==> config.mk <==
export PLATFORM = sky130hd
export DESIGN_NAME = nor_cmd_sequencer
export DESIGN_NICKNAME = d
export VERILOG_FILES = /design/src/rtl/nfc_pkg.sv /design/src/rtl/nfc_erase_walker.sv /design/src/rtl/nfc_read_mux.sv /design/src/rtl/nor_cmd_sequencer.sv
export SDC_FILE = /design/constraint.sdc
export NUM_CORES = 1
export LEC_CHECK = 0
export BUFFER_PORTS_ARGS = -buffer_cell sky130_fd_sc_hd__buf_4
export CAP_MARGIN = 10
export CORE_MARGIN = 2
export CORE_UTILIZATION = 30
export CTS_BUF_LIST = sky130_fd_sc_hd__clkbuf_4 sky130_fd_sc_hd__clkbuf_8
export DETAILED_ROUTE_END_ITERATION = 8
export PLACE_DENSITY_LB_ADDON = 0.05
export SLEW_MARGIN = 40
export SYNTH_ARGS = -nofsm -noshare
export SYNTH_HDL_FRONTEND = slang
export SYNTH_HIERARCHICAL = 1
export SYNTH_SLANG_ARGS = --single-unit
==> constraint.sdc <==
create_clock -name clk -period 3.6 [get_ports clk]
set_clock_uncertainty 0.05 [all_clocks]
set_input_delay 0.18 -clock clk [delete_from_list [all_inputs] [get_ports clk]]
set_output_delay 0.18 -clock clk [all_outputs]
set_load 0.02 [all_outputs]
==> src/rtl/nfc_pkg.sv <==
package nfc_pkg;
    typedef enum logic [2:0] {
        PH_IDLE,
        PH_ARG,
        PH_DATA,
        PH_CONFIRM,
        PH_ERASE
    } phase_t;

    typedef enum logic [1:0] {
        RD_ARRAY,
        RD_STATUS,
        RD_IDENT,
        RD_QUERY
    } rdsel_t;

    localparam logic [7:0] OP_PROG_A   = 8'h10;
    localparam logic [7:0] OP_ERASE    = 8'h20;
    localparam logic [7:0] OP_ERASE_B  = 8'h28;
    localparam logic [7:0] OP_PROG_B   = 8'h40;
    localparam logic [7:0] OP_CLR_STAT = 8'h50;
    localparam logic [7:0] OP_LOCK     = 8'h60;
    localparam logic [7:0] OP_STATUS   = 8'h70;
    localparam logic [7:0] OP_IDENT    = 8'h90;
    localparam logic [7:0] OP_QUERY    = 8'h98;
    localparam logic [7:0] OP_BUFWR    = 8'hE8;
    localparam logic [7:0] OP_CONFIRM  = 8'hD0;
    localparam logic [7:0] OP_LOCK_ALT = 8'h01;
    localparam logic [7:0] OP_ARRAY    = 8'hFF;
endpackage

==> src/rtl/nfc_erase_walker.sv <==
module nfc_erase_walker #(
    parameter int WA         = 6,
    parameter int SECT_WORDS = 16
) (
    input  logic          clk,
    input  logic          rst_n,
    input  logic          start,
    input  logic [WA-1:0] base,
    output logic          busy,
    output logic          done,
    output logic [WA-1:0] addr
);
    localparam int OFS_W = $clog2(SECT_WORDS);

    logic [OFS_W-1:0] ofs_q;
    logic [WA-1:0]    base_q;
    logic             busy_q;

    always_ff @(posedge clk or negedge rst_n) begin
        if (!rst_n) begin
            busy_q <= 1'b0;
            ofs_q  <= '0;
            base_q <= '0;
        end else if (start) begin
            busy_q <= 1'b1;
            ofs_q  <= '0;
            base_q <= base;
        end else if (busy_q) begin
            if (done) busy_q <= 1'b0;
            else      ofs_q  <= ofs_q + 1'b1;
        end
    end

    assign busy = busy_q;
    assign done = busy_q && (ofs_q == OFS_W'(SECT_WORDS - 1));
    assign addr = {base_q[WA-1:OFS_W], ofs_q};

    // the fill visits consecutive words of one sector
    p_walk_step_r5: assert property (@(posedge clk) disable iff (!rst_n)
        (busy && !done) |=> (addr == $past(addr) + WA'(1)));
endmodule

==> src/rtl/nfc_read_mux.sv <==
module nfc_read_mux
    import nfc_pkg::*;
#(
    parameter int          BUS_BYTES = 4,
    parameter int          DEV_BYTES = 1,
    parameter logic [15:0] MFR_CODE  = 16'h0089,
    parameter logic [15:0] DEV_CODE  = 16'h0018
) (
    input  rdsel_t                   sel,
    input  logic [7:0]               status,
    input  logic [7:0]               idx,
    input  logic [1:0]               size,
    input  logic [BUS_BYTES*8-1:0]   array_data,
    output logic [BUS_BYTES*8-1:0]   rdata
);
    localparam int DW    = DEV_BYTES * 8;
    localparam int LANES = BUS_BYTES / DEV_BYTES;

    logic [DW-1:0]          dev_val;
    logic [BUS_BYTES*8-1:0] rep;
    int                     nbytes;

    always_comb begin
        nbytes  = 1 << size;
        dev_val = '0;
        unique case (sel)
            RD_STATUS: dev_val = DW'(status);
            RD_IDENT: begin
                if (idx == 8'h00)      dev_val = MFR_CODE[DW-1:0];
                else if (idx == 8'h01) dev_val = DEV_CODE[DW-1:0];
            end
            RD_QUERY: begin
                case (idx)
                    8'h10:   dev_val = DW'(8'h51);
                    8'h11:   dev_val = DW'(8'h52);
                    8'h12:   dev_val = DW'(8'h59);
                    8'h13:   dev_val = DW'(8'h01);
                    default: dev_val = '0;
                endcase
            end
            RD_ARRAY: dev_val = '0;
        endcase
    end

    for (genvar k = 0; k < LANES; k++) begin : g_lane
        assign rep[k*DW +: DW] = ((k * DEV_BYTES) < nbytes) ? dev_val : '0;
    end

    assign rdata = (sel == RD_ARRAY) ? array_data : rep;
endmodule

==> src/rtl/nor_cmd_sequencer.sv <==
module nor_cmd_sequencer
    import nfc_pkg::*;
#(
    parameter int          AW         = 8,
    parameter int          BUS_BYTES  = 4,
    parameter int          DEV_BYTES  = 1,
    parameter int          SECT_WORDS = 16,
    parameter logic [15:0] MFR_CODE   = 16'h0089,
    parameter logic [15:0] DEV_CODE   = 16'h0018
) (
    input  logic                          clk,
    input  logic                          rst_n,
    input  logic                          ro_strap,
    input  logic                          bus_wr,
    input  logic [AW-1:0]                 bus_addr,
    input  logic [BUS_BYTES*8-1:0]        bus_wdata,
    input  logic [1:0]                    bus_size,
    output logic [BUS_BYTES*8-1:0]        bus_rdata,
    output logic                          bus_wait,
    output logic                          mem_we,
    output logic [AW-$clog2(BUS_BYTES)-1:0] mem_addr,
    output logic [BUS_BYTES*8-1:0]        mem_wdata,
    output logic [BUS_BYTES-1:0]          mem_be,
    input  logic [BUS_BYTES*8-1:0]        mem_rdata
);
    localparam int LB = $clog2(BUS_BYTES);
    localparam int WA = AW - LB;
    localparam int CW = DEV_BYTES * 8;

    phase_t          phase_q, phase_n;
    logic [7:0]      cmd_q, cmd_n;
    logic [7:0]      stat_q, stat_n;
    logic [CW-1:0]   cnt_q, cnt_n;
    logic            erase_go, store;
    logic            walk_busy, walk_done;
    logic [WA-1:0]   walk_addr;
    logic [WA-1:0]   word;
    logic [7:0]      code;
    logic            acc;
    rdsel_t          rsel;

    assign word = bus_addr[AW-1:LB];
    assign code = bus_wdata[7:0];
    assign acc  = bus_wr && !walk_busy;

    nfc_erase_walker #(.WA(WA), .SECT_WORDS(SECT_WORDS)) u_walk (
        .clk(clk), .rst_n(rst_n), .start(erase_go), .base(word),
        .busy(walk_busy), .done(walk_done), .addr(walk_addr)
    );

    // next-state decode
    always_comb begin
        phase_n  = phase_q;
        cmd_n    = cmd_q;
        stat_n   = stat_q;
        cnt_n    = cnt_q;
        erase_go = 1'b0;
        store    = 1'b0;
        unique case (phase_q)
            PH_ERASE: begin
                if (walk_done) begin
                    phase_n   = PH_ARG;
                    stat_n[7] = 1'b1;
                end
            end
            PH_IDLE: if (acc) begin
                case (code)
                    OP_PROG_A, OP_PROG_B, OP_LOCK, OP_QUERY: begin
                        phase_n = PH_ARG;
                        cmd_n   = code;
                    end
                    OP_ERASE: begin
                        cmd_n = code;
                        if (ro_strap) begin
                            stat_n  = stat_q | 8'hA0;
                            phase_n = PH_ARG;
                        end else begin
                            stat_n[7] = 1'b0;
                            phase_n   = PH_ERASE;
                            erase_go  = 1'b1;
                        end
                    end
                    OP_CLR_STAT: begin
                        stat_n = 8'h00;
                        cmd_n  = 8'h00;
                    end
                    OP_STATUS, OP_IDENT: cmd_n = code;
                    OP_BUFWR: begin
                        stat_n[7] = 1'b1;
                        phase_n   = PH_ARG;
                        cmd_n     = code;
                    end
                    default: cmd_n = 8'h00;
                endcase
            end
            PH_ARG: if (acc) begin
                phase_n = PH_IDLE;
                case (cmd_q)
                    OP_PROG_A, OP_PROG_B: begin
                        store = 1'b1;
                        stat_n = stat_q | (ro_strap ? 8'h90 : 8'h80);
                    end
                    OP_ERASE, OP_ERASE_B: begin
                        if (code == OP_CONFIRM) stat_n[7] = 1'b1;
                        else                    cmd_n = 8'h00;
                    end
                    OP_LOCK: begin
                        if (code == OP_CONFIRM || code == OP_LOCK_ALT) stat_n[7] = 1'b1;
                        else                                           cmd_n = 8'h00;
                    end
                    OP_QUERY: begin
                        if (code == OP_ARRAY) cmd_n = 8'h00;
                        else                  phase_n = PH_ARG;
                    end
                    OP_BUFWR: begin
                        cnt_n   = bus_wdata[CW-1:0];
                        phase_n = PH_DATA;
                    end
                    default: cmd_n = 8'h00;
                endcase
            end
            PH_DATA: if (acc) begin
                store  = 1'b1;
                stat_n = stat_q | (ro_strap ? 8'h90 : 8'h80);
                cnt_n  = cnt_q - 1'b1;
                if (cnt_q == '0) phase_n = PH_CONFIRM;
            end
            PH_CONFIRM: if (acc) begin
                phase_n = PH_IDLE;
                if (code == OP_CONFIRM) stat_n[7] = 1'b1;
                else                    cmd_n = 8'h00;
            end
            default: begin
                phase_n = PH_IDLE;
                cmd_n   = 8'h00;
            end
        endcase
    end

    // state register
    always_ff @(posedge clk or negedge rst_n) begin
        if (!rst_n) begin
            phase_q <= PH_IDLE;
            cmd_q   <= 8'h00;
            stat_q  <= 8'h00;
            cnt_q   <= '0;
        end else begin
            phase_q <= phase_n;
            cmd_q   <= cmd_n;
            stat_q  <= stat_n;
            cnt_q   <= cnt_n;
        end
    end

    // outputs
    always_comb begin
        int off, nb;
        off = int'(bus_addr[LB-1:0]);
        nb  = 1 << bus_size;
        for (int k = 0; k < BUS_BYTES; k++) begin
            mem_be[k] = walk_busy || ((k >= off) && (k < off + nb));
        end
        mem_we    = walk_busy || (store && !ro_strap);
        mem_addr  = walk_busy ? walk_addr : word;
        mem_wdata = walk_busy ? '1 : bus_wdata;
        bus_wait  = walk_busy;
        case (cmd_q)
            OP_PROG_A, OP_ERASE, OP_ERASE_B, OP_PROG_B,
            OP_CLR_STAT, OP_LOCK, OP_STATUS, OP_BUFWR: rsel = RD_STATUS;
            OP_IDENT: rsel = RD_IDENT;
            OP_QUERY: rsel = RD_QUERY;
            default:  rsel = RD_ARRAY;
        endcase
    end

    nfc_read_mux #(.BUS_BYTES(BUS_BYTES), .DEV_BYTES(DEV_BYTES),
                   .MFR_CODE(MFR_CODE), .DEV_CODE(DEV_CODE)) u_rmux (
        .sel(rsel), .status(stat_q), .idx(8'(word)), .size(bus_size),
        .array_data(mem_rdata), .rdata(bus_rdata)
    );

    // a read-only array never sees a storage write
    p_ro_no_store_r12: assert property (@(posedge clk) disable iff (!rst_n)
        (ro_strap && !bus_wait) |-> !mem_we);
    // ready bit reads low while the fill runs
    p_wait_busy_r5: assert property (@(posedge clk) disable iff (!rst_n)
        bus_wait |-> !bus_rdata[7]);
    // ready bit is set once the fill ends
    p_fill_ready_r5: assert property (@(posedge clk) disable iff (!rst_n)
        $fell(bus_wait) |-> stat_q[7]);
    // clear-status empties the status byte
    p_clear_stat_r2: assert property (@(posedge clk) disable iff (!rst_n)
        (acc && phase_q == PH_IDLE && code == OP_CLR_STAT) |=> (stat_q == 8'h00));
    // mode-only codes leave the phase idle
    p_mode_only_r3: assert property (@(posedge clk) disable iff (!rst_n)
        (acc && phase_q == PH_IDLE && (code == OP_STATUS || code == OP_IDENT))
        |=> (phase_q == PH_IDLE));
endmodule

==> run metrics <==
Syn-to-layout area delta 38.7%; ANT cells 0; Pleak 2.29 nW; sequential element share of the synthesized area between 20 and 25%; Synth top area share 21.5%; Die Height 110 µm; syn_area_per_cell approximately 7.7 µm²; Worst-path clk slew 0.08 ns; min cycle time layout 3.14 ns; setup bufs post-CTS 0; largest family of logic cells by synthesized area simple AND/OR/NAND/NOR gates; Synth Flop Type dfrtp_1; DR iter-0 viols 245; hold path endpoint u_walk/base_q[5]; Final Hold Vio Count 0; Initial Utilization 30.9%; Post-Synthesis Cells approximately 440; crit-path max cell delay 0.54 ns; Overflow after GRT 0; Post-Route WL 11100 µm; Ys Warns 6; Synth top cells by count nand2_1, or2_2, nor2_1, dfrtp_1, a21oi_1; Reg-to-Reg Start phase_q[1]; Max Buffers Root-to-Sink 2; Antenna Nets Post-Route 0; H-tree levels 2; post-synthesis mux area share between 4 and 5%; Synth Register Bits 29; fraction of layout cells with a size suffix above 1 42.1%; Setup WS pre-CTS between 0.7 and 0.8 ns; detailed-route wire length per cell 15.3 µm; Worst Path Required 3.37 ns; clock root cell clkbuf_8; overall power 1.83 mW; global-route wire length before repair 17400 µm; max-cap check violation count 0; pwr dens a little under 400 mW/mm²; hpwl dp 8700 µm; setup slack after layout 0.458 ns; CTS tree done; Die Area roughly 0.012 mm²; CP Capture Type output port; Post-Synth Adder-Cell Area 2.44%; Synth async-reset ratio 100%; Relative slew margins 54.5%; Core Box Area 0.0109 mm²; routed vias/inst between 5 and 6; count leader, synth nand2_1; Clock Latency Late Sink about 0.29 ns; Rows 38; Fmax achieved 318 MHz; fin crit share approximately 87%; number of top-level pins roughly 150; worst hold path startpoint bus_addr[7]; cells along the critical path nor2b_1 > mux2_2 > nand2_1 > a21oi_1 > nor3_1 > a31o_1 > a32o_1 > a21o_1 > buf_4; WS Path Type register to output port; mapped cell area 0.00338 mm²; Worst Tran Pin Value approximately 0.68 ns; final setup vio count 0; final RePlAce weighted congestion just over 0.8; RR Endpoint u_walk/base_q[5]; post-synth top area cell dfrtp_1; Util after Layout 42.9%; Slew Viols, Final 0; initial antenna violation count 0; maximum VDD drop 0.207 mV; Die W 110 µm; Synth Area in XOR/XNOR 0.259%; simple-gate share of the synthesized area 36.3%; Reg2Reg Depth 5; first-pass detailed-route iteration total 4; WHS Path Cells 2; CTS Buf Count 5; via count 3741; worst path arrival time approximately 2.9 ns; Cell variety after synth 90; Hold Path Class input port to register; clock sink count 29; largest net degree at the start of global routing 30; setup TNS 0 ns; top cells by area, synth dfrtp_1, or2_2, nand2_1; Post-synth EDFFs 0; crit start category register; CP Max Fanout 8; Critical Path Slowest Stage Cell a21oi_1; RSZ-0062 raised after global routing no; reg-to-reg setup timing slack roughly 1.3 ns; GRT Total Usage ~18%; nets about 670; status finished clean; Port Buffers around 150; Synth Area in Compound Gates 27.2%; DRC 0; vias in the first global route ~3500
==> layer usage <==
metal	track usage, %	vias to the layer above	part of all wire, %
met5	0	-	0
met4	5.36	0	1.6
met3	2.35	13	6.9
met2	30.9	119	48
met1	23.6	1734	43
li1	-	1875	-
==> flip-flops by register name (all words and copies together) (netlist names) <==
register       cells
stat_q             3
cmd_q              8
u_walk/busy        1
u_walk/base_q      2
phase_q            3
cnt_q              8
u_walk/ofs_q       4
==> power breakdown <==
group | internal [mW] | switching (mW)
combinational | 0.455 | 0.567
sequential | 0.401 | 0.121
clock | 0.141 | 0.140
==> layout make-up <==
class                   count  area (µm²)
flip-flops and latches     29         727
inverters                  15        70.1
fillers                  1138        6250
repair buffers            156        1170
multi-input cells         376        2460
clock buffers               6        76.3
well taps                 140         175
clock inverters             2        10.0
==> through the flow <==
stage | instances | area [µm²] | hold slack, ns
floorplan | 450 | 3420 | -0.166
global route | 724 | 4690 | 0.115
CTS | 724 | 4680 | 0.105
finish | 724 | 4690 | 0.116
global placement | 715 | 4590 | 0.0998
detailed placement | 715 | 4590 | 0.0973
==> worst max path at each step <==
stage,start,to,slack (ns)
after floorplan,cmd_q[4],bus_rdata[15],1.31
after global placement,cmd_q[5],bus_rdata[7],0.93
after detailed placement,cmd_q[5],bus_rdata[7],0.79
after CTS,cmd_q[5],bus_rdata[7],0.46
after global routing,cmd_q[5],bus_rdata[7],0.11
final,cmd_q[5],bus_rdata[27],0.46
==> critical path, delay by kind of cell, from the launching register on <==
kind | cells | cell delay [ns]
AOI/OAI and AO/OA | 4 | 1.26
buffers and inverters | 1 | 0.15
and+or+nand+nor | 3 | 0.52
muxes | 1 | 0.21
DFF | 1 | 0.47
==> placed cells by master (no fill, tap or decap), types with 7 or more instances in the layout <==
cell type and count:
a21oi_1 28, inv_1 13, conb_1 13, a21o_1 7
nor2b_1 9, nor4_1 7, dfrtp_1 28, nand3_1 11
nand2_1 47, nand2b_1 11, nand4_1 7, nor2_1 30
and3_1 7, mux2_2 9, buf_4 155, or2_2 36
nor3_1 11, o21ai_0 12, o21ai_1 14
==> timing repair <==
| action | CTS | global route |
|---|---|---|
| hold endpoints to repair | 29 | 0 |
| hold buffers | 1 | 0 |
| resized for setup | 0 | 0 |
==> cell families after synthesis <==
family / count (synthesis)
other: 1
AO/OA/AOI/OAI: 126
buffers and inverters: 45
flip-flops: 29
XOR/XNOR: 1
AND/OR/NAND/NOR: 215
multiplexers: 15
adder cells (fa/ha/maj): 6
No activity file was read; power rests on OpenSTA's default activity.
